**config.mk**
```make
export PLATFORM = sky130hd
export DESIGN_NAME = sdram_burst_wr
export DESIGN_NICKNAME = d
export VERILOG_FILES = /design/src/rtl/sdram_bw_pkg.sv /design/src/rtl/sdram_bw_wrap.sv /design/src/rtl/sdram_bw_ctrl.sv /design/src/rtl/sdram_bw_pins.sv /design/src/rtl/sdram_burst_wr.sv
export SDC_FILE = /design/constraint.sdc
export NUM_CORES = 1
export LEC_CHECK = 0
export BUFFER_PORTS_ARGS = -buffer_cell sky130_fd_sc_hd__buf_2
export CAP_MARGIN = 0
export CELL_PAD_IN_SITES_DETAIL_PLACEMENT = 1
export CELL_PAD_IN_SITES_GLOBAL_PLACEMENT = 2
export CORE_ASPECT_RATIO = 0.7
export CORE_UTILIZATION = 34
export DETAILED_ROUTE_END_ITERATION = 10
export PLACE_DENSITY = 0.95
export SLEW_MARGIN = 5
export SYNTH_ARGS = -nofsm -noshare
export SYNTH_HDL_FRONTEND = slang
export SYNTH_SLANG_ARGS = --single-unit
```
**constraint.sdc**
```tcl
create_clock -name clk_i -period 5.35 [get_ports clk_i]
set_clock_uncertainty 0.05 [all_clocks]
set_input_delay 1.07 -clock clk_i [delete_from_list [all_inputs] [get_ports clk_i]]
set_output_delay 1.07 -clock clk_i [all_outputs]
set_load 0.05 [all_outputs]
```
**src/rtl/sdram_bw_pkg.sv**
```systemverilog
package sdram_bw_pkg;

  typedef enum logic [2:0] {
    ST_IDLE  = 3'd0,
    ST_ACT   = 3'd1,
    ST_BURST = 3'd2,
    ST_RECOV = 3'd3,
    ST_PCHG  = 3'd4
  } bw_state_e;

  typedef struct packed {
    logic cs_n;
    logic ras_n;
    logic cas_n;
    logic we_n;
  } sd_cmd_t;

  localparam sd_cmd_t CMD_DESEL = '{cs_n: 1'b1, ras_n: 1'b1, cas_n: 1'b1, we_n: 1'b1};
  localparam sd_cmd_t CMD_NOP   = '{cs_n: 1'b0, ras_n: 1'b1, cas_n: 1'b1, we_n: 1'b1};
  localparam sd_cmd_t CMD_ACT   = '{cs_n: 1'b0, ras_n: 1'b0, cas_n: 1'b1, we_n: 1'b1};
  localparam sd_cmd_t CMD_WRITE = '{cs_n: 1'b0, ras_n: 1'b1, cas_n: 1'b0, we_n: 1'b0};

endpackage

```
**src/rtl/sdram_bw_wrap.sv**
```systemverilog
// Column of a word inside an aligned line, offset from a start word with wraparound.
module sdram_bw_wrap #(
  parameter int COL_W = 9,
  parameter int OFS_W = 3
) (
  input  logic [COL_W-1:0] base_col_i,
  input  logic [OFS_W-1:0] offset_i,
  output logic [OFS_W-1:0] word_o,
  output logic [COL_W-1:0] col_o
);
  logic [OFS_W-1:0] word;

  always_comb begin
    word   = base_col_i[OFS_W-1:0] + offset_i;
    word_o = word;
    col_o  = {base_col_i[COL_W-1:OFS_W], word};
  end
endmodule

```
**src/rtl/sdram_bw_ctrl.sv**
```systemverilog
module sdram_bw_ctrl
  import sdram_bw_pkg::*;
#(
  parameter int BANK_W   = 2,
  parameter int ROW_W    = 13,
  parameter int COL_W    = 9,
  parameter int BEATS    = 8,
  parameter int RECOV_W  = 3,
  parameter int PCHG_W   = 2,
  localparam int BEAT_W  = $clog2(BEATS),
  localparam int WAIT_W  = (RECOV_W > PCHG_W) ? RECOV_W : PCHG_W
) (
  input  logic              clk_i,
  input  logic              rst_ni,
  input  logic              req_valid_i,
  input  logic [BANK_W-1:0] req_bank_i,
  input  logic [ROW_W-1:0]  req_row_i,
  input  logic [COL_W-1:0]  req_col_i,
  input  logic [RECOV_W-1:0] recov_cfg_i,
  input  logic [PCHG_W-1:0] pchg_cfg_i,
  output bw_state_e         state_o,
  output logic [BEAT_W-1:0] beat_o,
  output logic [BANK_W-1:0] bank_o,
  output logic [ROW_W-1:0]  row_o,
  output logic [COL_W-1:0]  col_o,
  output logic              pull_o,
  output logic [BEAT_W-1:0] pull_ofs_o
);
  localparam logic [BEAT_W-1:0] LAST_BEAT = BEAT_W'(BEATS - 1);

  bw_state_e         state_q, state_d;
  logic [BEAT_W-1:0] beat_q, beat_d;
  logic [WAIT_W-1:0] wait_q, wait_d;
  logic [RECOV_W-1:0] recov_q;
  logic [PCHG_W-1:0] pchg_q;
  logic [BANK_W-1:0] bank_q;
  logic [ROW_W-1:0]  row_q;
  logic [COL_W-1:0]  col_q;
  logic              accept;

  assign accept = (state_q == ST_IDLE) && req_valid_i;

  always_comb begin
    state_d = state_q;
    beat_d  = beat_q;
    wait_d  = wait_q;
    unique case (state_q)
      ST_IDLE: if (req_valid_i) state_d = ST_ACT;
      ST_ACT: begin
        state_d = ST_BURST;
        beat_d  = '0;
      end
      ST_BURST: begin
        beat_d = beat_q + 1'b1;
        if (beat_q == LAST_BEAT) begin
          state_d = ST_RECOV;
          wait_d  = WAIT_W'(recov_q);
        end
      end
      ST_RECOV: begin
        if (wait_q == '0) begin
          state_d = ST_PCHG;
          wait_d  = WAIT_W'(pchg_q);
        end else begin
          wait_d = wait_q - 1'b1;
        end
      end
      ST_PCHG: begin
        if (wait_q == '0) state_d = ST_IDLE;
        else              wait_d  = wait_q - 1'b1;
      end
      default: state_d = ST_IDLE;
    endcase
  end

  always_ff @(posedge clk_i or negedge rst_ni) begin
    if (!rst_ni) begin
      state_q <= ST_IDLE;
      beat_q  <= '0;
      wait_q  <= '0;
    end else begin
      state_q <= state_d;
      beat_q  <= beat_d;
      wait_q  <= wait_d;
    end
  end

  // request fields are held for the whole sequence
  always_ff @(posedge clk_i or negedge rst_ni) begin
    if (!rst_ni) begin
      bank_q  <= '0;
      row_q   <= '0;
      col_q   <= '0;
      recov_q <= '0;
      pchg_q  <= '0;
    end else if (accept) begin
      bank_q  <= req_bank_i;
      row_q   <= req_row_i;
      col_q   <= req_col_i;
      recov_q <= recov_cfg_i;
      pchg_q  <= pchg_cfg_i;
    end
  end

  always_comb begin
    pull_o     = (state_q == ST_ACT) || ((state_q == ST_BURST) && (beat_q != LAST_BEAT));
    pull_ofs_o = (state_q == ST_ACT) ? '0 : beat_q + 1'b1;
  end

  assign state_o = state_q;
  assign beat_o  = beat_q;
  assign bank_o  = bank_q;
  assign row_o   = row_q;
  assign col_o   = col_q;
endmodule

```
**src/rtl/sdram_bw_pins.sv**
```systemverilog
module sdram_bw_pins
  import sdram_bw_pkg::*;
#(
  parameter int BANK_W  = 2,
  parameter int ADDR_W  = 13,
  parameter int ROW_W   = 13,
  parameter int COL_W   = 9,
  parameter int DATA_W  = 32,
  parameter int AP_BIT  = 10,
  parameter int BEAT_W  = 3,
  localparam int MASK_W = DATA_W / 8
) (
  input  logic              clk_i,
  input  logic              rst_ni,
  input  bw_state_e         state_i,
  input  logic [BEAT_W-1:0] beat_i,
  input  logic [BANK_W-1:0] bank_i,
  input  logic [ROW_W-1:0]  row_i,
  input  logic [COL_W-1:0]  beat_col_i,
  input  logic              pull_i,
  input  logic [DATA_W-1:0] wr_data_i,
  output logic              cs_n_o,
  output logic              ras_n_o,
  output logic              cas_n_o,
  output logic              we_n_o,
  output logic [BANK_W-1:0] ba_o,
  output logic [ADDR_W-1:0] addr_o,
  output logic [MASK_W-1:0] dqm_o,
  output logic [DATA_W-1:0] dq_o,
  output logic              dq_oe_o
);
  sd_cmd_t           cmd;
  logic [DATA_W-1:0] dq_q;
  logic              beat_act;

  always_ff @(posedge clk_i or negedge rst_ni) begin
    if (!rst_ni)     dq_q <= '0;
    else if (pull_i) dq_q <= wr_data_i;
  end

  assign beat_act = (state_i == ST_BURST);

  always_comb begin
    cmd    = CMD_DESEL;
    addr_o = '0;
    ba_o   = bank_i;
    unique case (state_i)
      ST_IDLE: ba_o = '0;
      ST_ACT: begin
        cmd    = CMD_ACT;
        addr_o = ADDR_W'(row_i);
      end
      ST_BURST: begin
        cmd                = (beat_i == '0) ? CMD_WRITE : CMD_NOP;
        addr_o[COL_W-1:0]  = beat_col_i;
        addr_o[AP_BIT]     = (beat_i == '0);
      end
      ST_RECOV, ST_PCHG: cmd = CMD_NOP;
      default: cmd = CMD_DESEL;
    endcase
  end

  assign cs_n_o  = cmd.cs_n;
  assign ras_n_o = cmd.ras_n;
  assign cas_n_o = cmd.cas_n;
  assign we_n_o  = cmd.we_n;
  assign dqm_o   = beat_act ? '0 : '1;
  assign dq_oe_o = beat_act;
  assign dq_o    = dq_q;
endmodule

```
**src/rtl/sdram_burst_wr.sv**
```systemverilog
module sdram_burst_wr
  import sdram_bw_pkg::*;
#(
  parameter int BANK_W  = 2,
  parameter int ADDR_W  = 13,
  parameter int COL_W   = 9,
  parameter int DATA_W  = 32,
  parameter int BEATS   = 8,
  parameter int RECOV_W = 3,
  parameter int PCHG_W  = 2,
  parameter int AP_BIT  = 10,
  localparam int BEAT_W = $clog2(BEATS),
  localparam int MASK_W = DATA_W / 8
) (
  input  logic               clk_i,
  input  logic               rst_ni,
  input  logic               req_valid_i,
  output logic               req_ready_o,
  input  logic [BANK_W-1:0]  req_bank_i,
  input  logic [ADDR_W-1:0]  req_row_i,
  input  logic [COL_W-1:0]   req_col_i,
  input  logic [RECOV_W-1:0] recov_cfg_i,
  input  logic [PCHG_W-1:0]  pchg_cfg_i,
  output logic               data_pull_o,
  output logic [BEAT_W-1:0]  data_idx_o,
  input  logic [DATA_W-1:0]  wr_data_i,
  output logic               busy_o,
  output logic               cke_o,
  output logic               cs_n_o,
  output logic               ras_n_o,
  output logic               cas_n_o,
  output logic               we_n_o,
  output logic [BANK_W-1:0]  ba_o,
  output logic [ADDR_W-1:0]  addr_o,
  output logic [MASK_W-1:0]  dqm_o,
  output logic [DATA_W-1:0]  dq_o,
  output logic               dq_oe_o
);
  bw_state_e         state;
  logic [BEAT_W-1:0] beat, pull_ofs, beat_word;
  logic [BANK_W-1:0] bank;
  logic [ADDR_W-1:0] row;
  logic [COL_W-1:0]  col, beat_col, pull_col;
  logic              pull;

  sdram_bw_ctrl #(
    .BANK_W (BANK_W),
    .ROW_W  (ADDR_W),
    .COL_W  (COL_W),
    .BEATS  (BEATS),
    .RECOV_W(RECOV_W),
    .PCHG_W (PCHG_W)
  ) u_ctrl (
    .clk_i      (clk_i),
    .rst_ni     (rst_ni),
    .req_valid_i(req_valid_i),
    .req_bank_i (req_bank_i),
    .req_row_i  (req_row_i),
    .req_col_i  (req_col_i),
    .recov_cfg_i(recov_cfg_i),
    .pchg_cfg_i (pchg_cfg_i),
    .state_o    (state),
    .beat_o     (beat),
    .bank_o     (bank),
    .row_o      (row),
    .col_o      (col),
    .pull_o     (pull),
    .pull_ofs_o (pull_ofs)
  );

  // column on the pins for the current beat
  sdram_bw_wrap #(.COL_W(COL_W), .OFS_W(BEAT_W)) u_wrap_beat (
    .base_col_i(col),
    .offset_i  (beat),
    .word_o    (beat_word),
    .col_o     (beat_col)
  );

  // word requested from the source one cycle ahead
  sdram_bw_wrap #(.COL_W(COL_W), .OFS_W(BEAT_W)) u_wrap_pull (
    .base_col_i(col),
    .offset_i  (pull_ofs),
    .word_o    (data_idx_o),
    .col_o     (pull_col)
  );

  sdram_bw_pins #(
    .BANK_W(BANK_W),
    .ADDR_W(ADDR_W),
    .ROW_W (ADDR_W),
    .COL_W (COL_W),
    .DATA_W(DATA_W),
    .AP_BIT(AP_BIT),
    .BEAT_W(BEAT_W)
  ) u_pins (
    .clk_i     (clk_i),
    .rst_ni    (rst_ni),
    .state_i   (state),
    .beat_i    (beat),
    .bank_i    (bank),
    .row_i     (row),
    .beat_col_i(beat_col),
    .pull_i    (pull),
    .wr_data_i (wr_data_i),
    .cs_n_o    (cs_n_o),
    .ras_n_o   (ras_n_o),
    .cas_n_o   (cas_n_o),
    .we_n_o    (we_n_o),
    .ba_o      (ba_o),
    .addr_o    (addr_o),
    .dqm_o     (dqm_o),
    .dq_o      (dq_o),
    .dq_oe_o   (dq_oe_o)
  );

  logic unused_ok;
  assign unused_ok   = ^{beat_word, pull_col};
  assign data_pull_o = pull;
  assign busy_o      = (state != ST_IDLE);
  assign req_ready_o = (state == ST_IDLE);
  assign cke_o       = 1'b1;
endmodule

```
==> impl_metrics.toml, run 1 <==
[outcome]
outcome = "complete, no violations"

[floorplan]
fp.coreArea_sq_um = 9680
initial_core_util_pct = 35.1
die_x_microns = 121
rows = 30
die_area_sq_um = 10400
num_io_pins = 127
die_y_microns = 85.6

[drt]
vias_per_cell = 4.71
drc_errors = 0
wl_mm = 7.98
firstDrtPassIters = 4
vias = 2349
postRouteAntennaNets = 0
dr.first_iter.drc_count = 50
wl_per_cell_microns = 16.0

[finish]
multiInputGateArea_sq_um = 1440
syn2layout_area_growth_pct = 28.2
drive_gt1_share_pct = 49.1
nets = 439
layout_commonest_cell = "buf_2"
instances_no_fill = 499
n_antenna_cell = 0
fill_cells = 1061
final_cell_area_sq_um = 4350
regArea_sq_um = 1750
layout_common_cells = "buf_2, dfrtp_1, mux2_1, mux2_4"

[critical_path]
crit_fanout = 16
required_ns = 4.23
worstSetupPathType = "reg -> out"
critPathLaunchType = "flip-flop"
cp.arrival_ns = 2.73
endpoint_kind = "primary output"

[synthesis]
ys_seq_area_share_pct = 51.6
synth-edff-count = 0
synth_seq_cells = 70
synth_area_sq_um = 3400
synth_cell_type_count = 45
syn_area_per_cell_sq_um = 13.9
syn_nets = 318
yosysWarnings = 0
ys_async_sr_fraction_pct = 100
synth_ff_type = "dfrtp_1"
syn_inst = 245

[placed_design]
post_dp_cell_area_sq_um = 4030
hpwl_mm = 5.84
io_buffers = 125
gp_congestion = 0.735
place_inst = 483

[sta]
finalCritPeriodShare_pct = 71.9
worst_slew_pin_slew_ns = 0.779
maxSlewViolCount = 0
slew_headroom_pct = 48.1
worst_hold_slack_ns = 0.429
fmax_mhz = 260
finalSetupViolations = 0
final_hold_viol_count = 0
grt_setup_unrepaired = "no"
period_needed_ns = 3.85
tns_ns = 0

[clock_network]
htree_levels = 3
cts_tree = "yes"
cts.path.max_buffers = 2
postCtsSetupBuffers = 0
cts_root_buf = "clkbuf_16"
numCtsBuffers = 9
cts_resized = 0
clock_latency_ns = 0.33
path_clk_slew_ns = 0.06
cts_hold_buffers = 0
cts_sinks = 70

[global_routing]
gr-total-overflow = 0
grt_pass1_wl_mm = 12.8
first_global_vias = 2450
grt_max_degree = 39
antenna_found_initial = 0
grt_usage_pct = 16.2

[run]
drv_cap = 0

[hold_path]
hp-class = "reg -> reg"
kinds of logic after synthesis:
logic type	after synthesis	share of synthesized area (%)
compound gates	29	6.30
xor+xnor	4	1.03
fa+ha+maj	9	3.76
buf+inv	28	6.11
flops	70	51.6
mux	63	24.0
other cells	1	0.110
simple gates	41	7.11
worst max-delay path, stage by stage, from the launching register on:
cell and delay, ns:
dfrtp_1 0.59, nor3b_4 0.68, nor2_1 0.11, ha_1 0.21, inv_1 0.07, fa_1 0.42
inv_1 0.06, buf_2 0.25
routing by layer:
layer,GRT usage [%],part of all wire [%]
met5,0,0
met4,4.38,0.81
met3,4.72,7.6
met2,26.4,45
met1,21.0,46
synthesized netlist by cell type, drive strengths merged, types with 2 or more instances:
cell type	number	area share, %
fa	2	1.2
a21oi	4	0.59
xnor2	3	0.77
nor2	11	1.4
nand3b	2	0.44
mux2i	2	0.70
nand2	10	1.1
a22o	10	2.6
nand2b	2	0.37
buf	16	4.8
nor3b	2	0.92
mux2	61	23
dfrtp	70	52
nor3	2	0.29
a31oi	2	0.37
ha	7	2.6
inv	11	1.2
and2	6	1.2
o21ai	7	1.0
or3	2	0.52
registers in the layout, summed over array words and instances, names as in the netlist:
signal          count
u_pins.dq_o        32
u_ctrl.row_o       13
u_ctrl.col_o        9
u_ctrl.beat_o       3
u_ctrl.recov_q      3
u_ctrl.state_o      3
u_ctrl.wait_q       3
u_ctrl.bank_o       2
u_ctrl.pchg_q       2
per-stage QoR:
step           worst slack [ns]  util (%)
2_1_floorplan              1.64         -
3_3_place_gp               1.90      41.6
3_5_place_dp               1.84      41.6
4_1_cts                    1.48      45.0
5_1_grt                    1.29      45.0
6_report                   1.50      45.0
final timing paths:
path | startpoint | endpoint | slack [ns] | depth (start not counted)
worst max-delay path | u_ctrl.state_o[0] | data_idx_o[1] | 1.50 | 7
worst min-delay path | u_pins.dq_o[15] | u_pins.dq_o[15] | 0.43 | 1
worst max register to register | u_ctrl.beat_o[0] | u_pins.dq_o[28] | 3.04 | 7
worst min register to register | u_pins.dq_o[15] | u_pins.dq_o[15] | 0.43 | 1
max in group asynchronous | rst_ni | u_pins.dq_o[30] | 3.51 | 2
min in group asynchronous | rst_ni | u_pins.dq_o[29] | 0.77 | 1
layout make-up:
type	count	share of cell area [%]
inverter	11	0.948
timing repair buffer	127	14.7
clock buffer	10	5.26
tap	128	3.68
multi-input combinational	147	33.0
sequential	70	40.2
clock inverter	6	2.16
Power of run 1 is left out: the tool's default activity adds up to more than one toggle a clock period on the data nets, which glitch-free logic cannot reach.
==> run 2: changes to the inputs <==
--- a/config.mk
+++ b/config.mk
@@ -10,9 +10,9 @@
 export CELL_PAD_IN_SITES_DETAIL_PLACEMENT = 1
 export CELL_PAD_IN_SITES_GLOBAL_PLACEMENT = 2
 export CORE_ASPECT_RATIO = 0.7
-export CORE_UTILIZATION = 34
+export CORE_UTILIZATION = 32
 export DETAILED_ROUTE_END_ITERATION = 10
-export PLACE_DENSITY = 0.95
+export PLACE_DENSITY = 0.92
 export SLEW_MARGIN = 5
 export SYNTH_ARGS = -nofsm -noshare
 export SYNTH_HDL_FRONTEND = slang
==> constraint.sdc (replaced) <==
create_clock -name clk_i -period 3.99 [get_ports clk_i]
set_clock_uncertainty 0.05 [all_clocks]
set_input_delay 0.798 -clock clk_i [delete_from_list [all_inputs] [get_ports clk_i]]
set_output_delay 0.798 -clock clk_i [all_outputs]
set_load 0.05 [all_outputs]
==> run 2 against run 1 <==
- the run now ends with DRC left
- count of clock-buffer cells in the layout increased by 1
- flip-flop and latch count unchanged
- first-iteration DRC count up 56%
- register-to-register slack worse by 1.4 ns
- hold slack about the same
- cell count is 1.2% higher
- routed wire length is 2.1% higher
- critical path depth unchanged
- die area grew 6.1%
- global-route usage down 0.52 points
- largest cell class unchanged
- highest routed layer unchanged
==> impl_metrics.toml, run 2 (synthesis results as in run 1) <==
[outcome]
outcome = "complete, but fails checks"
failed_checks = "DRC"

[global_routing]
first_global_vias = 2483
gr-total-overflow = 0
antenna_found_initial = 0
grt_pass1_wl_mm = 13.2
grt_max_degree = 33
grt_usage_pct = 15.7

[critical_path]
worstSetupPathType = "reg -> out"
required_ns = 3.14
cp.arrival_ns = 2.56
critPathLaunchType = "flip-flop"
endpoint_kind = "primary output"
crit_fanout = 14

[clock_network]
cts_root_buf = "clkbuf_16"
cts.path.max_buffers = 2
cts_sinks = 70
htree_levels = 3
cts_hold_buffers = 0
cts_tree = "yes"
cts_resized = 0
postCtsSetupBuffers = 0
clock_latency_ns = 0.33
path_clk_slew_ns = 0.06
numCtsBuffers = 9

[drt]
postRouteAntennaNets = 0
wl_mm = 8.15
vias = 2350
dr.first_iter.drc_count = 78
firstDrtPassIters = 6
drc_errors = 26
vias_per_cell = 4.65
wl_per_cell_microns = 16.1

[finish]
layout_common_cells = "buf_2, dfrtp_1, mux2_1, mux2_4"
layout_commonest_cell = "buf_2"
nets = 441
syn2layout_area_growth_pct = 30.2
n_antenna_cell = 0
fill_cells = 1130
drive_gt1_share_pct = 49.3
largest_reg_flops = 32

[sta]
finalSetupViolations = 0
slew_headroom_pct = 53.1
worst_slew_pin_slew_ns = 0.703
finalCritPeriodShare_pct = 85.3
tns_ns = 0
grt_setup_unrepaired = "no"
final_hold_viol_count = 0
fmax_mhz = 294
maxSlewViolCount = 0
period_needed_ns = 3.40

[floorplan]
num_io_pins = 127
initial_core_util_pct = 32.9
rows = 31
fp.coreArea_sq_um = 10300
die_x_microns = 125
die_area_sq_um = 11000
die_y_microns = 88.2

[placed_design]
io_buffers = 125
hpwl_mm = 6.15
gp_congestion = 0.741

[run]
drv_cap = 0

[hold_path]
hp-class = "reg -> reg"
-- run 2: cell count changes in the layout (fill, tap and decap cells not counted) --
cell / previous run / this run
clkbuf_8: 0 / 1
clkinvlp_4: 1 / 0
clkinv_4: 2 / 0
buf_4: 2 / 4
bufinv_16: 2 / 4
-- run 2: layer usage --
| metal | vias up | track usage, % | wire [microns] |
|---|---|---|---|
| met5 | - | 0 | 0 |
| met4 | 0 | 5.65 | 92 |
| met3 | 9 | 5.62 | 708 |
| met2 | 100 | 23.6 | 3500 |
| met1 | 1141 | 21.0 | 3840 |
| li1 | 1100 | - | - |
-- run 2: cell type report --
type / count / area [sq um] / area share [%]
clock buffer: 11 / 243 / 5.49
clock inverter: 5 / 129 / 2.91
inverter: 11 / 41.3 / 0.934
multi-input combinational: 147 / 1440 / 32.5
sequential: 70 / 1750 / 39.6
tap: 132 / 165 / 3.73
timing repair buffer: 129 / 656 / 14.8
-- run 2: path summary, 6_finish.rpt --
path | slack (ns) | cells after the start | to | from
setup / recovery | 0.59 | 7 | data_idx_o[1] | u_ctrl.state_o[0]
hold / removal | 0.43 | 1 | u_pins.dq_o[3] | u_pins.dq_o[3]
setup reg to reg | 1.62 | 7 | u_pins.dq_o[21] | u_ctrl.beat_o[0]
hold reg to reg | 0.43 | 1 | u_pins.dq_o[3] | u_pins.dq_o[3]
max in group asynchronous | 2.57 | 2 | u_pins.dq_o[16] | rst_ni
min in group asynchronous | 0.46 | 1 | u_ctrl.row_o[1] | rst_ni
-- run 2: critical path, cell delays in order, from the launching register on --
cell and delay (ns):
dfrtp_1 0.62, nor3b_4 0.50, nor2_1 0.11, ha_1 0.20, inv_1 0.07, fa_1 0.42
inv_1 0.06, buf_2 0.25
-- run 2: through the flow --
stage,util [%],cells,instance area (sq um),hold slack [ns],setup slack (ns)
finish,42.9,505,4420,0.429,0.586
global route,42.9,505,4420,0.446,0.370
CTS,42.9,505,4420,0.433,0.563
detailed placement,39.3,489,4050,0.419,0.941
global placement,39.3,489,4050,0.412,1.02
floorplan,-,245,3400,0.423,0.553
Power of run 2 is left out for the same reason.
